`src/rtl/prq_pkg.sv`:
```
package prq_pkg;

    typedef enum logic [1:0] {
        S_EMPTY = 2'd0,
        S_RUN   = 2'd1,
        S_FLUSH = 2'd2
    } sched_state_e;

endpackage

```
`src/rtl/prq_pick.sv`:
```
module prq_pick #(
    parameter int N  = 4,
    parameter int IW = 2
) (
    input  logic [N-1:0]  mask,
    output logic          found,
    output logic [IW-1:0] idx
);

    always_comb begin
        found = 1'b0;
        idx   = '0;
        for (int i = N - 1; i >= 0; i--) begin
            if (mask[i]) begin
                found = 1'b1;
                idx   = IW'(i);
            end
        end
    end

endmodule

```
`src/rtl/prq_store.sv`:
```
module prq_store #(
    parameter int DEPTH = 4,
    parameter int CH_W  = 4,
    parameter int IDX_W = 2,
    parameter int CNT_W = 3
) (
    input  logic                        clk,
    input  logic                        rst_n,
    input  logic                        push_req,
    input  logic [CH_W-1:0]             push_chan,
    input  logic                        push_odd,
    input  logic                        sof,
    input  logic                        new_odd,
    input  logic                        rm_en,
    input  logic [IDX_W-1:0]            rm_idx,
    output logic [CNT_W-1:0]            cnt,
    output logic [DEPTH-1:0]            elig_mask,
    output logic [DEPTH-1:0]            exp_mask,
    output logic [DEPTH-1:0][CH_W-1:0]  chan_vec,
    output logic [CNT_W-1:0]            nxt_cnt,
    output logic                        nxt_any_exp,
    output logic                        ovf
);

    typedef struct packed {
        logic [CH_W-1:0] chan;
        logic            odd;
        logic            armed;
        logic            expired;
    } slot_t;

    slot_t            slot_q  [DEPTH];
    slot_t            marked  [DEPTH];
    slot_t            shifted [DEPTH];
    slot_t            slot_d  [DEPTH];
    logic [DEPTH-1:0] vld;
    logic [CNT_W-1:0] cnt_q;
    logic [CNT_W-1:0] cnt_after_rm;
    logic [CNT_W-1:0] cnt_d;
    logic             cur_odd_q;
    logic             ovf_q;
    logic             full;
    logic             push_ok;

    assign full    = (cnt_q == CNT_W'(DEPTH));
    assign push_ok = push_req && !full;

    // per-slot views
    genvar gi;
    generate
        for (gi = 0; gi < DEPTH; gi++) begin : g_slot
            assign vld[gi]       = (CNT_W'(gi) < cnt_q);
            assign elig_mask[gi] = vld[gi] && slot_q[gi].armed && !slot_q[gi].expired
                                   && (slot_q[gi].odd == cur_odd_q);
            assign exp_mask[gi]  = vld[gi] && slot_q[gi].expired;
            assign chan_vec[gi]  = slot_q[gi].chan;
        end
    endgenerate

    // frame-edge marking, removal with compaction, then append
    always_comb begin
        for (int i = 0; i < DEPTH; i++) begin
            marked[i] = slot_q[i];
            if (sof && vld[i]) begin
                if (slot_q[i].armed && !slot_q[i].expired && (slot_q[i].odd != new_odd)) begin
                    marked[i].expired = 1'b1;
                end else if (!slot_q[i].armed) begin
                    marked[i].armed = 1'b1;
                end
            end
        end
        for (int i = 0; i < DEPTH; i++) begin
            if (rm_en && (IDX_W'(i) >= rm_idx)) begin
                shifted[i] = (i < DEPTH - 1) ? marked[(i < DEPTH - 1) ? i + 1 : i] : '0;
            end else begin
                shifted[i] = marked[i];
            end
        end
        cnt_after_rm = cnt_q - CNT_W'(rm_en);
        for (int i = 0; i < DEPTH; i++) begin
            if (push_ok && (CNT_W'(i) == cnt_after_rm)) begin
                slot_d[i] = '{chan: push_chan, odd: push_odd, armed: 1'b0, expired: 1'b0};
            end else begin
                slot_d[i] = shifted[i];
            end
        end
        cnt_d       = cnt_after_rm + CNT_W'(push_ok);
        nxt_any_exp = 1'b0;
        for (int i = 0; i < DEPTH; i++) begin
            nxt_any_exp = nxt_any_exp | slot_d[i].expired;
        end
    end

    always_ff @(posedge clk) begin
        if (!rst_n) begin
            for (int i = 0; i < DEPTH; i++) slot_q[i] <= '0;
            cnt_q     <= '0;
            cur_odd_q <= 1'b0;
            ovf_q     <= 1'b0;
        end else begin
            for (int i = 0; i < DEPTH; i++) slot_q[i] <= slot_d[i];
            cnt_q <= cnt_d;
            if (sof) cur_odd_q <= new_odd;
            if (push_req && full) ovf_q <= 1'b1;
        end
    end

    assign cnt     = cnt_q;
    assign nxt_cnt = cnt_d;
    assign ovf     = ovf_q;

    a_r3_no_overflow: assert property (@(posedge clk) disable iff (!rst_n)
        cnt_q <= CNT_W'(DEPTH));

    a_r2_push_one: assert property (@(posedge clk) disable iff (!rst_n)
        (push_req && !full && !rm_en) |=> (cnt_q == $past(cnt_q) + CNT_W'(1)));

    a_r3_full_sets_flag: assert property (@(posedge clk) disable iff (!rst_n)
        (push_req && full) |=> (ovf_q && (cnt_q <= $past(cnt_q))));

endmodule

```
`src/rtl/prq_ctrl.sv`:
```
module prq_ctrl
    import prq_pkg::*;
#(
    parameter int DEPTH = 4,
    parameter int IDX_W = 2,
    parameter int CNT_W = 3
) (
    input  logic             clk,
    input  logic             rst_n,
    input  logic             sof,
    input  logic             tok_ready,
    input  logic [DEPTH-1:0] elig_mask,
    input  logic             elig_found,
    input  logic [IDX_W-1:0] elig_idx,
    input  logic             exp_found,
    input  logic [IDX_W-1:0] exp_idx,
    input  logic [CNT_W-1:0] cnt,
    input  logic [CNT_W-1:0] nxt_cnt,
    input  logic             nxt_any_exp,
    output logic             tok_valid,
    output logic             overrun_valid,
    output logic             rm_en,
    output logic [IDX_W-1:0] rm_idx
);

    sched_state_e state_q;
    sched_state_e state_d;

    always_ff @(posedge clk) begin
        if (!rst_n) state_q <= S_EMPTY;
        else        state_q <= state_d;
    end

    always_comb begin
        state_d = state_q;
        unique case (state_q)
            S_EMPTY: begin
                if (nxt_cnt != '0) state_d = S_RUN;
            end
            S_RUN: begin
                if (nxt_any_exp)         state_d = S_FLUSH;
                else if (nxt_cnt == '0)  state_d = S_EMPTY;
            end
            S_FLUSH: begin
                if (!nxt_any_exp) state_d = (nxt_cnt != '0) ? S_RUN : S_EMPTY;
            end
            default: state_d = S_EMPTY;
        endcase
    end

    always_comb begin
        tok_valid     = 1'b0;
        overrun_valid = 1'b0;
        unique case (state_q)
            S_EMPTY: ;
            S_RUN:   tok_valid     = elig_found && !sof;
            S_FLUSH: overrun_valid = 1'b1;
            default: ;
        endcase
        rm_en  = overrun_valid || (tok_valid && tok_ready);
        rm_idx = overrun_valid ? exp_idx : elig_idx;
    end

    a_r8_flush_has_expired: assert property (@(posedge clk) disable iff (!rst_n)
        (state_q == S_FLUSH) |-> exp_found);

    a_r8_run_no_expired: assert property (@(posedge clk) disable iff (!rst_n)
        (state_q != S_FLUSH) |-> !exp_found);

    a_r1_empty_state: assert property (@(posedge clk) disable iff (!rst_n)
        (state_q == S_EMPTY) |-> (cnt == '0));

    a_r6_oldest_first: assert property (@(posedge clk) disable iff (!rst_n)
        tok_valid |-> ((elig_mask & ((DEPTH'(1) << elig_idx) - DEPTH'(1))) == '0));

endmodule

```
`src/rtl/prq_sched.sv`:
```
module prq_sched #(
    parameter  int DEPTH = 4,
    parameter  int CH_W  = 4,
    parameter  int FN_W  = 11,
    parameter  int MC_W  = 2,
    localparam int IDX_W = (DEPTH > 1) ? $clog2(DEPTH) : 1,
    localparam int CNT_W = $clog2(DEPTH + 1)
) (
    input  logic             clk,
    input  logic             rst_n,
    input  logic             wr_valid,
    input  logic [CH_W-1:0]  wr_chan,
    input  logic             wr_enable,
    input  logic             wr_odd,
    input  logic [MC_W-1:0]  wr_mc,
    input  logic             sof,
    input  logic [FN_W-1:0]  frame_num,
    output logic             tok_valid,
    output logic [CH_W-1:0]  tok_chan,
    input  logic             tok_ready,
    output logic             overrun_valid,
    output logic [CH_W-1:0]  overrun_chan,
    output logic [CNT_W-1:0] space_avail,
    output logic             ovf_sticky
);

    logic [CNT_W-1:0]           cnt;
    logic [CNT_W-1:0]           nxt_cnt;
    logic                       nxt_any_exp;
    logic [DEPTH-1:0]           elig_mask;
    logic [DEPTH-1:0]           exp_mask;
    logic [DEPTH-1:0][CH_W-1:0] chan_vec;
    logic                       elig_found;
    logic [IDX_W-1:0]           elig_idx;
    logic                       exp_found;
    logic [IDX_W-1:0]           exp_idx;
    logic                       rm_en;
    logic [IDX_W-1:0]           rm_idx;
    logic                       unused_bits;

    // multi-count and upper frame bits do not steer queueing
    assign unused_bits = ^{wr_mc, frame_num[FN_W-1:1]};

    prq_store #(.DEPTH(DEPTH), .CH_W(CH_W), .IDX_W(IDX_W), .CNT_W(CNT_W)) u_store (
        .clk        (clk),
        .rst_n      (rst_n),
        .push_req   (wr_valid && wr_enable),
        .push_chan  (wr_chan),
        .push_odd   (wr_odd),
        .sof        (sof),
        .new_odd    (frame_num[0]),
        .rm_en      (rm_en),
        .rm_idx     (rm_idx),
        .cnt        (cnt),
        .elig_mask  (elig_mask),
        .exp_mask   (exp_mask),
        .chan_vec   (chan_vec),
        .nxt_cnt    (nxt_cnt),
        .nxt_any_exp(nxt_any_exp),
        .ovf        (ovf_sticky)
    );

    prq_pick #(.N(DEPTH), .IW(IDX_W)) u_pick_elig (
        .mask (elig_mask),
        .found(elig_found),
        .idx  (elig_idx)
    );

    prq_pick #(.N(DEPTH), .IW(IDX_W)) u_pick_exp (
        .mask (exp_mask),
        .found(exp_found),
        .idx  (exp_idx)
    );

    prq_ctrl #(.DEPTH(DEPTH), .IDX_W(IDX_W), .CNT_W(CNT_W)) u_ctrl (
        .clk          (clk),
        .rst_n        (rst_n),
        .sof          (sof),
        .tok_ready    (tok_ready),
        .elig_mask    (elig_mask),
        .elig_found   (elig_found),
        .elig_idx     (elig_idx),
        .exp_found    (exp_found),
        .exp_idx      (exp_idx),
        .cnt          (cnt),
        .nxt_cnt      (nxt_cnt),
        .nxt_any_exp  (nxt_any_exp),
        .tok_valid    (tok_valid),
        .overrun_valid(overrun_valid),
        .rm_en        (rm_en),
        .rm_idx       (rm_idx)
    );

    assign tok_chan     = chan_vec[elig_idx];
    assign overrun_chan = chan_vec[exp_idx];
    assign space_avail  = CNT_W'(DEPTH) - cnt;

endmodule

```
`config.mk`:
```
export PLATFORM = sky130hd
export DESIGN_NAME = prq_sched
export DESIGN_NICKNAME = d
export VERILOG_FILES = /design/src/rtl/prq_pkg.sv /design/src/rtl/prq_pick.sv /design/src/rtl/prq_store.sv /design/src/rtl/prq_ctrl.sv /design/src/rtl/prq_sched.sv
export SDC_FILE = /design/constraint.sdc
export NUM_CORES = 1
export LEC_CHECK = 0
export BUFFER_PORTS_ARGS = -buffer_cell sky130_fd_sc_hd__clkbuf_2
export CORE_ASPECT_RATIO = 0.7
export CORE_MARGIN = 4
export CORE_UTILIZATION = 50
export DETAILED_ROUTE_END_ITERATION = 10
export PLACE_DENSITY = 0.72
export SYNTH_ARGS = -nofsm -noshare
export SYNTH_HDL_FRONTEND = slang
export SYNTH_SLANG_ARGS = --single-unit
```
`constraint.sdc`:
```
create_clock -name clk -period 3.3 [get_ports clk]
set_input_delay 0.165 -clock clk [delete_from_list [all_inputs] [get_ports clk]]
set_output_delay 0.165 -clock clk [all_outputs]
set_load 0.005 [all_outputs]
```
==> impl_metrics.json, run 1 <==
{
  "synth_top_cell_by_area": "dfxtp_1",
  "p_int_w": 0.000809,
  "crit_required_ps": 3500,
  "tightest_slew_ps": 718,
  "core_area_um2": 4330,
  "synthTopCellsByArea": "dfxtp_1 (31%), mux2i_1 (13%), o211a_1 (6.7%)",
  "stdcell_count": 335,
  "viasPerCell": 5.88,
  "rows": 20,
  "ant_nets": 0,
  "hold_buffers": 0,
  "grt_pass1_wl_mm": 9.34,
  "track_usage_pct": 21.6,
  "dr.pass1.iters": 4,
  "syn_area_per_cell_um2": 9.08,
  "place.gp.congestion": 0.918,
  "final_util_pct": 61.1,
  "fin_nets": 309,
  "async_flop_share_pct": 0,
  "dp.final_hpwl_mm": 4.17,
  "switchingPower_w": 0.000259,
  "timing.slew.headroom_pct": 51.7,
  "fmax_ghz": 0.327,
  "drc": 0,
  "synth_cell_types": 53,
  "clock_tree.root_cell": "clkbuf_8",
  "start_util_pct": 51.8,
  "io_pins": 38,
  "crit_fanout": 7,
  "clk_latency_ps": 290,
  "pwr-share-clk_pct": 43.3,
  "finalClockSkew_ps": 9.04,
  "syn_inst": 247,
  "min_period_ps": 3050,
  "first_global_vias": 1864,
  "die_y_um": 64.0,
  "synthesis.area_um2": 2240,
  "p_seq_share_pct": 43.3,
  "crit_path_start_kind": "register",
  "status": "finished, final reports clean",
  "synth-seq-cells": 35,
  "io_buffers": 25,
  "ir_drop_mv": 0.262,
  "drv_slew": 0,
  "cp_data_arrival_time_ps": 3250,
  "cts_buffers": 5,
  "via_count": 1970,
  "die_x_um": 88.0,
  "timing.max_cap.violations": 0,
  "drt-total-wl_mm": 5.70,
  "dpl_cell_area_um2": 2450,
  "die_area_um2": 5640,
  "synth_ff_type": "dfxtp_1",
  "drt_iter0_drc": 184,
  "powerDensity_nw_per_um2": 404,
  "layout-drive-gt1-share_pct": 25.0,
  "p_leak_nw": 1.26,
  "gr-total-overflow": 0,
  "syn-num-nets": 277,
  "synth_top_area_share_pct": 31.3,
  "cts_buffer_depth": 2,
  "synth_edf_count": 0,
  "h-tree-depth": 2,
  "cts_tree": "yes",
  "grt_max_degree": 30,
  "hold_class": "in2reg",
  "n_antenna_cell": 0,
  "fin_crit_sh_pct": 92.5,
  "ys_seq_area_share_pct": 31.3,
  "avgRoutedWirePerCell_um": 17.0,
  "final-hold-violation-count": 0,
  "crit_type": "reg2reg",
  "finalSetupViolCount": 0,
  "final_area_um2": 2640,
  "antenna_found_initial": 0,
  "synth_common_cells": "dfxtp_1 (35), mux2i_1 (29), nand2_1 (22), nor2_1 (17)",
  "clk_pin_slew_ps": 80,
  "swShare_pct": 24.3,
  "synth-warning-count": 0,
  "combPwrFrac_pct": 13.4,
  "numClockSinks": 35,
  "synth_most_common_cell": "dfxtp_1",
  "critPathCaptureType": "register",
  "dp_cells": 324,
  "area_delta_synth_final_pct": 17.9
}
==> registers in the layout, indices dropped and copies added (netlist names) <==
register,cells
u_store.ovf,1
u_store.slot_q,28
u_store.cnt,3
u_ctrl.state_q,2
u_store.cur_odd_q,1
==> area by class of cell <==
cell class | instances | area, um2
clock buffers | 5 | 68.8
flip-flops and latches | 35 | 706
well taps | 55 | 68.8
inverters | 6 | 22.5
multi-input cells | 193 | 1490
fillers | 386 | 1690
clock inverters | 3 | 67.6
repair buffers | 38 | 223
==> final timing paths <==
kind	from	cells after the start	slack [ps]	end
worst min-delay path	wr_enable	3	150	u_store.ovf
worst max-delay path	u_store.slot_q[0][9]	13	250	u_ctrl.state_q[0]
worst min register to register	u_store.ovf	2	500	u_store.ovf
worst max register to register	u_store.slot_q[0][9]	13	250	u_ctrl.state_q[0]
==> cell usage in the layout, fill, tap and decap left out, drive strengths merged, types with 8 or more instances in the layout <==
cell | netlist | routed
a21oi | 15 | 15
buf | 3 | 13
clkbuf | 10 | 30
dfxtp | 35 | 35
mux2i | 29 | 29
nand2 | 22 | 22
nor2 | 17 | 17
o211a | 15 | 15
xor2 | 8 | 8
==> critical path, cell delays in order, from the launching register on <==
cell	delay, ps
dfxtp_1	450
xor2_2	260
nor4b_4	100
nor2_1	190
a21oi_1	100
or2_1	270
ha_1	190
ha_1	380
nand4_1	240
nor2b_1	200
and3_1	190
a211oi_2	170
o2111ai_1	140
o31ai_1	80
==> stage by stage <==
stage | hold slack (ps) | setup slack, ps | total power (W) | setup TNS (ps)
after floorplan | 298 | 294 | 0.000562 | 0
after global placement | 435 | 201 | 0.000606 | 0
after detailed placement | 455 | 142 | 0.000610 | 0
after CTS | 146 | 98.7 | 0.00107 | 0
after global routing | 161 | -25.7 | 0.00112 | -25.7
final | 153 | 246 | 0.00107 | 0
==> timing repair <==
| item | in CTS | in global routing |
|---|---|---|
| setup buffers | 0 | 3 |
| setup endpoints to repair | 0 | 15 |
| resized for setup | 0 | 8 |
==> metal layers <==
| layer | up-vias | part of all wire [%] | track usage [%] |
|---|---|---|---|
| li1 | 986 | - | - |
| met1 | 914 | 48 | 31.5 |
| met2 | 64 | 44 | 31.7 |
| met3 | 6 | 7.4 | 4.64 |
| met4 | 0 | 1.1 | 6.60 |
| met5 | - | 0 | 0 |
==> power by group through the flow <==
stage	Combinational [W]	Sequential, W	Clock, W
6_report	0.000143	0.000463	0.000462
3_5_place_dp	0.000140	0.000470	0
5_1_grt	0.000161	0.000466	0.000490
2_1_floorplan	0.0000987	0.000463	0
4_1_cts	0.000140	0.000460	0.000466
3_3_place_gp	0.000137	0.000469	0
==> cell families after synthesis <==
logic type               count (synthesis)  synth area share [%]
AND/OR/NAND/NOR                         79                  19.5
adder cells (fa/ha/maj)                  6                  3.35
multiplexers                            33                  15.0
XOR/XNOR                                 9                  3.52
AO/OA/AOI/OAI                           66                  23.7
flip-flops                              35                  31.2
buffers and inverters                   19                  3.74
No activity file was read; power rests on OpenSTA's default activity.
==> run 2: changes to the inputs <==
ABC_AREA = 1   (was not set)
PLACE_DENSITY = 0.77   (was 0.72)
==> run 2 against run 1 <==
Against the previous run: combinational power shrank 4%; global-route usage grew 0.99 points; die area grew 2.7%; register-to-register slack gained 160 ps; core utilization shrank 0.42 points; critical path depth grew 4; sequential cell count is the same; clock-buffer cell count is the same; critical path type unchanged; critical endpoint is now u_ctrl.state_q[1]; highest routed layer unchanged.
==> impl_metrics.json, run 2 <==
{
  "finalSetupViolCount": 0,
  "m1WireLength_mm": 2.88,
  "crit_path_start_kind": "register",
  "tightest_slew_ps": 472,
  "ant_nets": 0,
  "core_area_um2": 4400,
  "powerDensity_nw_per_um2": 395,
  "n_antenna_cell": 0,
  "clock_tree.root_cell": "clkbuf_8",
  "start_util_pct": 52.5,
  "largest_reg_flops": 28,
  "synth_most_common_cell": "nand2_1",
  "tns_ps": 0,
  "die_x_um": 89.3,
  "synthTopCellsByArea": "dfxtp_1 (30%), nand2_1 (12%), nor2_1 (5.5%)",
  "die_area_um2": 5790,
  "gr-total-overflow": 0,
  "cp_slowest_cell": "dfxtp_1",
  "numClockSinks": 35,
  "synth_ff_type": "dfxtp_1",
  "topRoutingLayerUsed": "met4",
  "drc": 0,
  "dr.pass1.iters": 7,
  "layout_commonest_cell": "nand2_1",
  "ir_drop_mv": 0.264,
  "synth-seq-cells": 35,
  "syn_area_per_cell_um2": 6.90,
  "hold_class": "in2reg",
  "timing.slew.headroom_pct": 68.5,
  "track_usage_pct": 22.6,
  "synth_top_area_share_pct": 30.3,
  "synth_edf_count": 0,
  "avgRoutedWirePerCell_um": 14.3,
  "viasPerCell": 5.58,
  "dp.final_hpwl_mm": 4.74,
  "die_y_um": 64.9,
  "crit_type": "reg2reg",
  "crit_required_ps": 3500,
  "h-tree-depth": 2,
  "antenna_found_initial": 0,
  "async_flop_share_pct": 0,
  "crit_fanout": 8,
  "final-hold-violation-count": 0,
  "synth_common_cells": "nand2_1 (76), dfxtp_1 (35), nor2_1 (34), inv_1 (25), nand3_1 (23)",
  "rsz0062_at_grt": "false",
  "finalClockSkew_ps": 11.0,
  "place.gp.congestion": 0.936,
  "cpPeakStageDelay_ps": 420,
  "area_delta_synth_final_pct": 15.6,
  "grt_max_degree": 23,
  "cp_data_arrival_time_ps": 3100,
  "status": "finished, final reports clean",
  "regArea_um2": 701,
  "syn-num-nets": 365,
  "wl_met2_mm": 2.55,
  "path_common_cell": "inv_2",
  "cts_tree": "yes",
  "largest-register": "u_store.slot_q",
  "synthesis.area_um2": 2310,
  "first_global_vias": 2056,
  "rows": 20,
  "clk_latency_ps": 290,
  "timing.max_cap.violations": 0,
  "drv_slew": 0,
  "via_count": 2366,
  "final_util_pct": 60.7,
  "synth_cell_types": 38,
  "critPathCaptureType": "register",
  "min_period_ps": 2900,
  "synth-warning-count": 0,
  "cts_buffers": 5,
  "io_pins": 38,
  "drt-total-wl_mm": 6.07,
  "cp_cell_sequence": "nor2_2 > nand2_2 > inv_2 > nor2_4 > nor2_4 > nand2_2 > nand3_4 > nand2_8 > ha_1 > ha_1 > inv_2 > nor4_4 > inv_2 > nand3_1 > nand4_2 > nand2_1 > nor2_2",
  "io_buffers": 25,
  "p_leak_nw": 1.16,
  "syn_inst": 335,
  "drt_iter0_drc": 258,
  "grt_pass1_wl_mm": 10.1,
  "layout_common_cells": "nand2_1 (76), dfxtp_1 (35), nor2_1 (34)",
  "cts_buffer_depth": 2,
  "synth_top_cell_by_area": "dfxtp_1",
  "clk_pin_slew_ps": 80,
  "multi_input_area_um2": 1420,
  "fin_crit_sh_pct": 87.8,
  "routed-wl-met3_um": 590,
  "ys_seq_area_share_pct": 30.3,
  "fin_nets": 398,
  "layout-drive-gt1-share_pct": 26.8,
  "fmax_ghz": 0.345,
  "nFillCells": 386
}
==> run 2: worst paths after layout <==
check                                     from                end  slack (ps)  depth (start not counted)
worst min register to register     u_store.ovf        u_store.ovf         450                          2
worst max-delay path            u_store.cnt[2]  u_ctrl.state_q[1]         400                         17
worst max register to register  u_store.cnt[2]  u_ctrl.state_q[1]         400                         17
worst min-delay path                 wr_enable        u_store.ovf         120                          3
==> run 2: report_power, final <==
group | internal, W | switching (W)
clock | 0.000301 | 0.000168
combinational | 0.0000501 | 0.0000867
sequential | 0.000435 | 0.0000133
==> run 2: cells by family (layout without fill, tap and decap cells) <==
family	after synthesis	count (layout)	share of synthesized area (%)
AOI/OAI and AO/OA	64	64	16.4
DFF	35	35	30.3
and+or+nand+nor	174	174	39.0
xor gates and xnor gates	6	6	2.60
adders and majority gates	6	6	3.25
buffers and inverters	50	84	8.45
==> run 2: layer usage <==
metal	GRT usage, %	vias to the layer above
li1	-	1174
met1	35.0	1068
met2	31.6	115
met3	4.32	9
met4	5.39	0
met5	0	-
==> run 2: what timing repair did <==
item | in CTS | in global routing
resized for setup | 0 | 1
setup endpoints to repair | 0 | 1
setup buffers | 0 | 0
hold buffers | 0 | 0
hold endpoints to repair | 0 | 0
==> run 2: critical path: cells and delay by family, from the launching register on <==
| kind | cells | cell delay (ps) |
|---|---|---|
| simple gates | 12 | 1520 |
| fa+ha+maj | 2 | 560 |
| buf+inv | 3 | 320 |
| flops | 1 | 420 |
==> run 2: per-stage QoR <==
stage	setup WS [ps]	hold slack, ps	instances	cell area [um2]	power, W
floorplan	507	304	335	2310	0.000546
global placement	324	421	416	2530	0.000588
detailed placement	293	429	416	2530	0.000592
CTS	296	115	424	2660	0.00106
global route	114	131	424	2670	0.00110
finish	402	117	424	2670	0.00105
==> run 2: final cells by class <==
class	instances	share of cell area, %
clock buffers	5	2.58
clock inverters	3	2.53
inverters	45	6.42
multi-input cells	250	53.3
flip-flops and latches	35	26.2
well taps	55	2.58
repair buffers	31	6.37
==> run 3: changes to the inputs <==
CORE_UTILIZATION = 55   (was 50)
PLACE_DENSITY = 0.83   (was 0.77)
==> run 3 against run 2 <==
Against the previous run: sequential cell count unchanged; first-iteration DRC count decreased by 1.6%; worst hold slack lost 7.6 ps; clock-buffer cell count did not move; die area fell by 8.1%; critical path type unchanged; cell count decreased by 0.94%; clock skew shrank 5.4 ps; core utilization up 5.4 points; largest cell class unchanged; worst setup slack lost 160 ps; design area is 1.2% lower.
==> impl_metrics.json, run 3 (synthesized netlist as in run 2, its figures left out) <==
{
  "status": "finished, final reports clean",
  "switchingPower_w": 0.000277,
  "dp_cells": 412,
  "die_area_um2": 5320,
  "crit_path_start_kind": "register",
  "crit_type": "reg2reg",
  "core_area_um2": 3990,
  "tightest_slew_ps": 451,
  "crit_required_ps": 3500,
  "finalClockSkew_ps": 5.59,
  "io_buffers": 25,
  "antenna_found_initial": 0,
  "cpPeakStageDelay_ps": 410,
  "ant_nets": 0,
  "rsz0062_at_grt": "false",
  "p_seq_share_pct": 45.2,
  "worstHoldPathCells": 3,
  "cts_tree": "yes",
  "timing.max_cap.violations": 0,
  "pwr-share-clk_pct": 41.1,
  "final-hold-violation-count": 0,
  "die_y_um": 62.2,
  "grt_pass1_wl_mm": 9.65,
  "cts_resized": 0,
  "clk_pin_slew_ps": 80,
  "cp_data_arrival_time_ps": 3260,
  "area_delta_synth_final_pct": 14.2,
  "cts_buffer_depth": 2,
  "h-tree-depth": 2,
  "path_common_cell": "inv_2",
  "hold_buffers": 0,
  "stdcell_count": 420,
  "track_usage_pct": 22.8,
  "p_int_w": 0.000714,
  "largest_reg_flops": 28,
  "die_x_um": 85.5,
  "timing.slew.headroom_pct": 69.9,
  "grt_max_degree": 23,
  "largest-register": "u_store.slot_q",
  "start_util_pct": 57.9,
  "combPwrFrac_pct": 13.7,
  "fin_crit_sh_pct": 92.7,
  "p_leak_nw": 1.15,
  "avgRoutedWirePerCell_um": 13.8,
  "via_count": 2339,
  "gr-total-overflow": 0,
  "fmax_ghz": 0.327,
  "viasPerCell": 5.57,
  "layout_commonest_cell": "nand2_1",
  "reg2regPathDepth": 17,
  "drt-total-wl_mm": 5.79,
  "place.gp.congestion": 0.952,
  "drc": 0,
  "crit_fanout": 9,
  "dr.pass1.iters": 5,
  "finalSetupViolCount": 0,
  "n_antenna_cell": 0,
  "min_period_ps": 3060,
  "critPathCaptureType": "register",
  "cp_slowest_cell": "dfxtp_1",
  "clock_tree.root_cell": "clkbuf_8",
  "clk_latency_ps": 300,
  "ir_drop_mv": 0.298,
  "numClockSinks": 35,
  "rows": 19,
  "cp_cell_sequence": "nor2_2 > nand2_2 > inv_2 > nor2_4 > nor2_4 > nand2_2 > nand3_4 > nand2_8 > ha_1 > ha_1 > inv_2 > nor4_4 > inv_2 > nand3_1 > nand4_2 > nand2_1 > nor2_2",
  "drt_iter0_drc": 254,
  "drv_slew": 0,
  "layout_common_cells": "nand2_1 (76), dfxtp_1 (35), nor2_1 (34)",
  "powerDensity_nw_per_um2": 375,
  "tns_ps": 0,
  "first_global_vias": 2040,
  "dp.final_hpwl_mm": 4.58,
  "fin_nets": 397,
  "cts_buffers": 5,
  "swShare_pct": 27.9,
  "hold_class": "in2reg",
  "post_cts_buffers": 0,
  "io_pins": 38,
  "layout-drive-gt1-share_pct": 26.6
}
## run 3: metal layers
| layer | track usage (%) | vias up | wire [um] |
|---|---|---|---|
| met4 | 7.11 | 0 | 114 |
| met3 | 4.49 | 17 | 591 |
| met5 | 0 | - | 0 |
| met2 | 32.9 | 108 | 2330 |
| met1 | 33.7 | 1047 | 2750 |
| li1 | - | 1167 | - |
## run 3: path summary, 6_finish.rpt
kind	start	slack (ps)	to
setup / recovery	u_store.cnt[2]	240	u_ctrl.state_q[1]
hold / removal	wr_enable	110	u_store.ovf
setup reg to reg	u_store.cnt[2]	240	u_ctrl.state_q[1]
hold reg to reg	u_store.ovf	460	u_store.ovf
## run 3: power by group through the flow
stage / Clock (W) / Sequential (W) / Combinational, W
after floorplan: 0 / 0.000454 / 0.0000916
after global placement: 0 / 0.000458 / 0.000129
after detailed placement: 0 / 0.000458 / 0.000132
after CTS: 0.000409 / 0.000448 / 0.000133
after global routing: 0.000428 / 0.000450 / 0.000151
final: 0.000407 / 0.000448 / 0.000135
## run 3: worst max-delay path: cells and delay by family (launching register included)
kind / cells / cell delay [ps]
AND/OR/NAND/NOR: 12 / 1610
buffers and inverters: 3 / 340
flip-flops: 1 / 410
adder cells (fa/ha/maj): 2 / 600
## run 3: stage by stage
stage                     util (%)  area (um2)  total power, W  hold slack (ps)  setup WS (ps)
after detailed placement      63.0        2510        0.000590              427            214
final                         66.1        2640        0.000991              109            240
after global placement        63.0        2510        0.000587              421            310
after global routing          66.1        2640         0.00103              146           53.0
after CTS                     65.9        2630        0.000989              110            186
after floorplan                  -        2310        0.000546              304            507
## run 3: final cells by class
cell class | count | area (um2)
Timing Repair Buffer | 30 | 163
Inverter | 45 | 171
Clock inverter | 3 | 47.5
Tap cell | 52 | 65.1
Clock buffer | 5 | 68.8
Multi-Input combinational cell | 250 | 1420
Fill cell | 357 | 1350
Sequential cell | 35 | 701
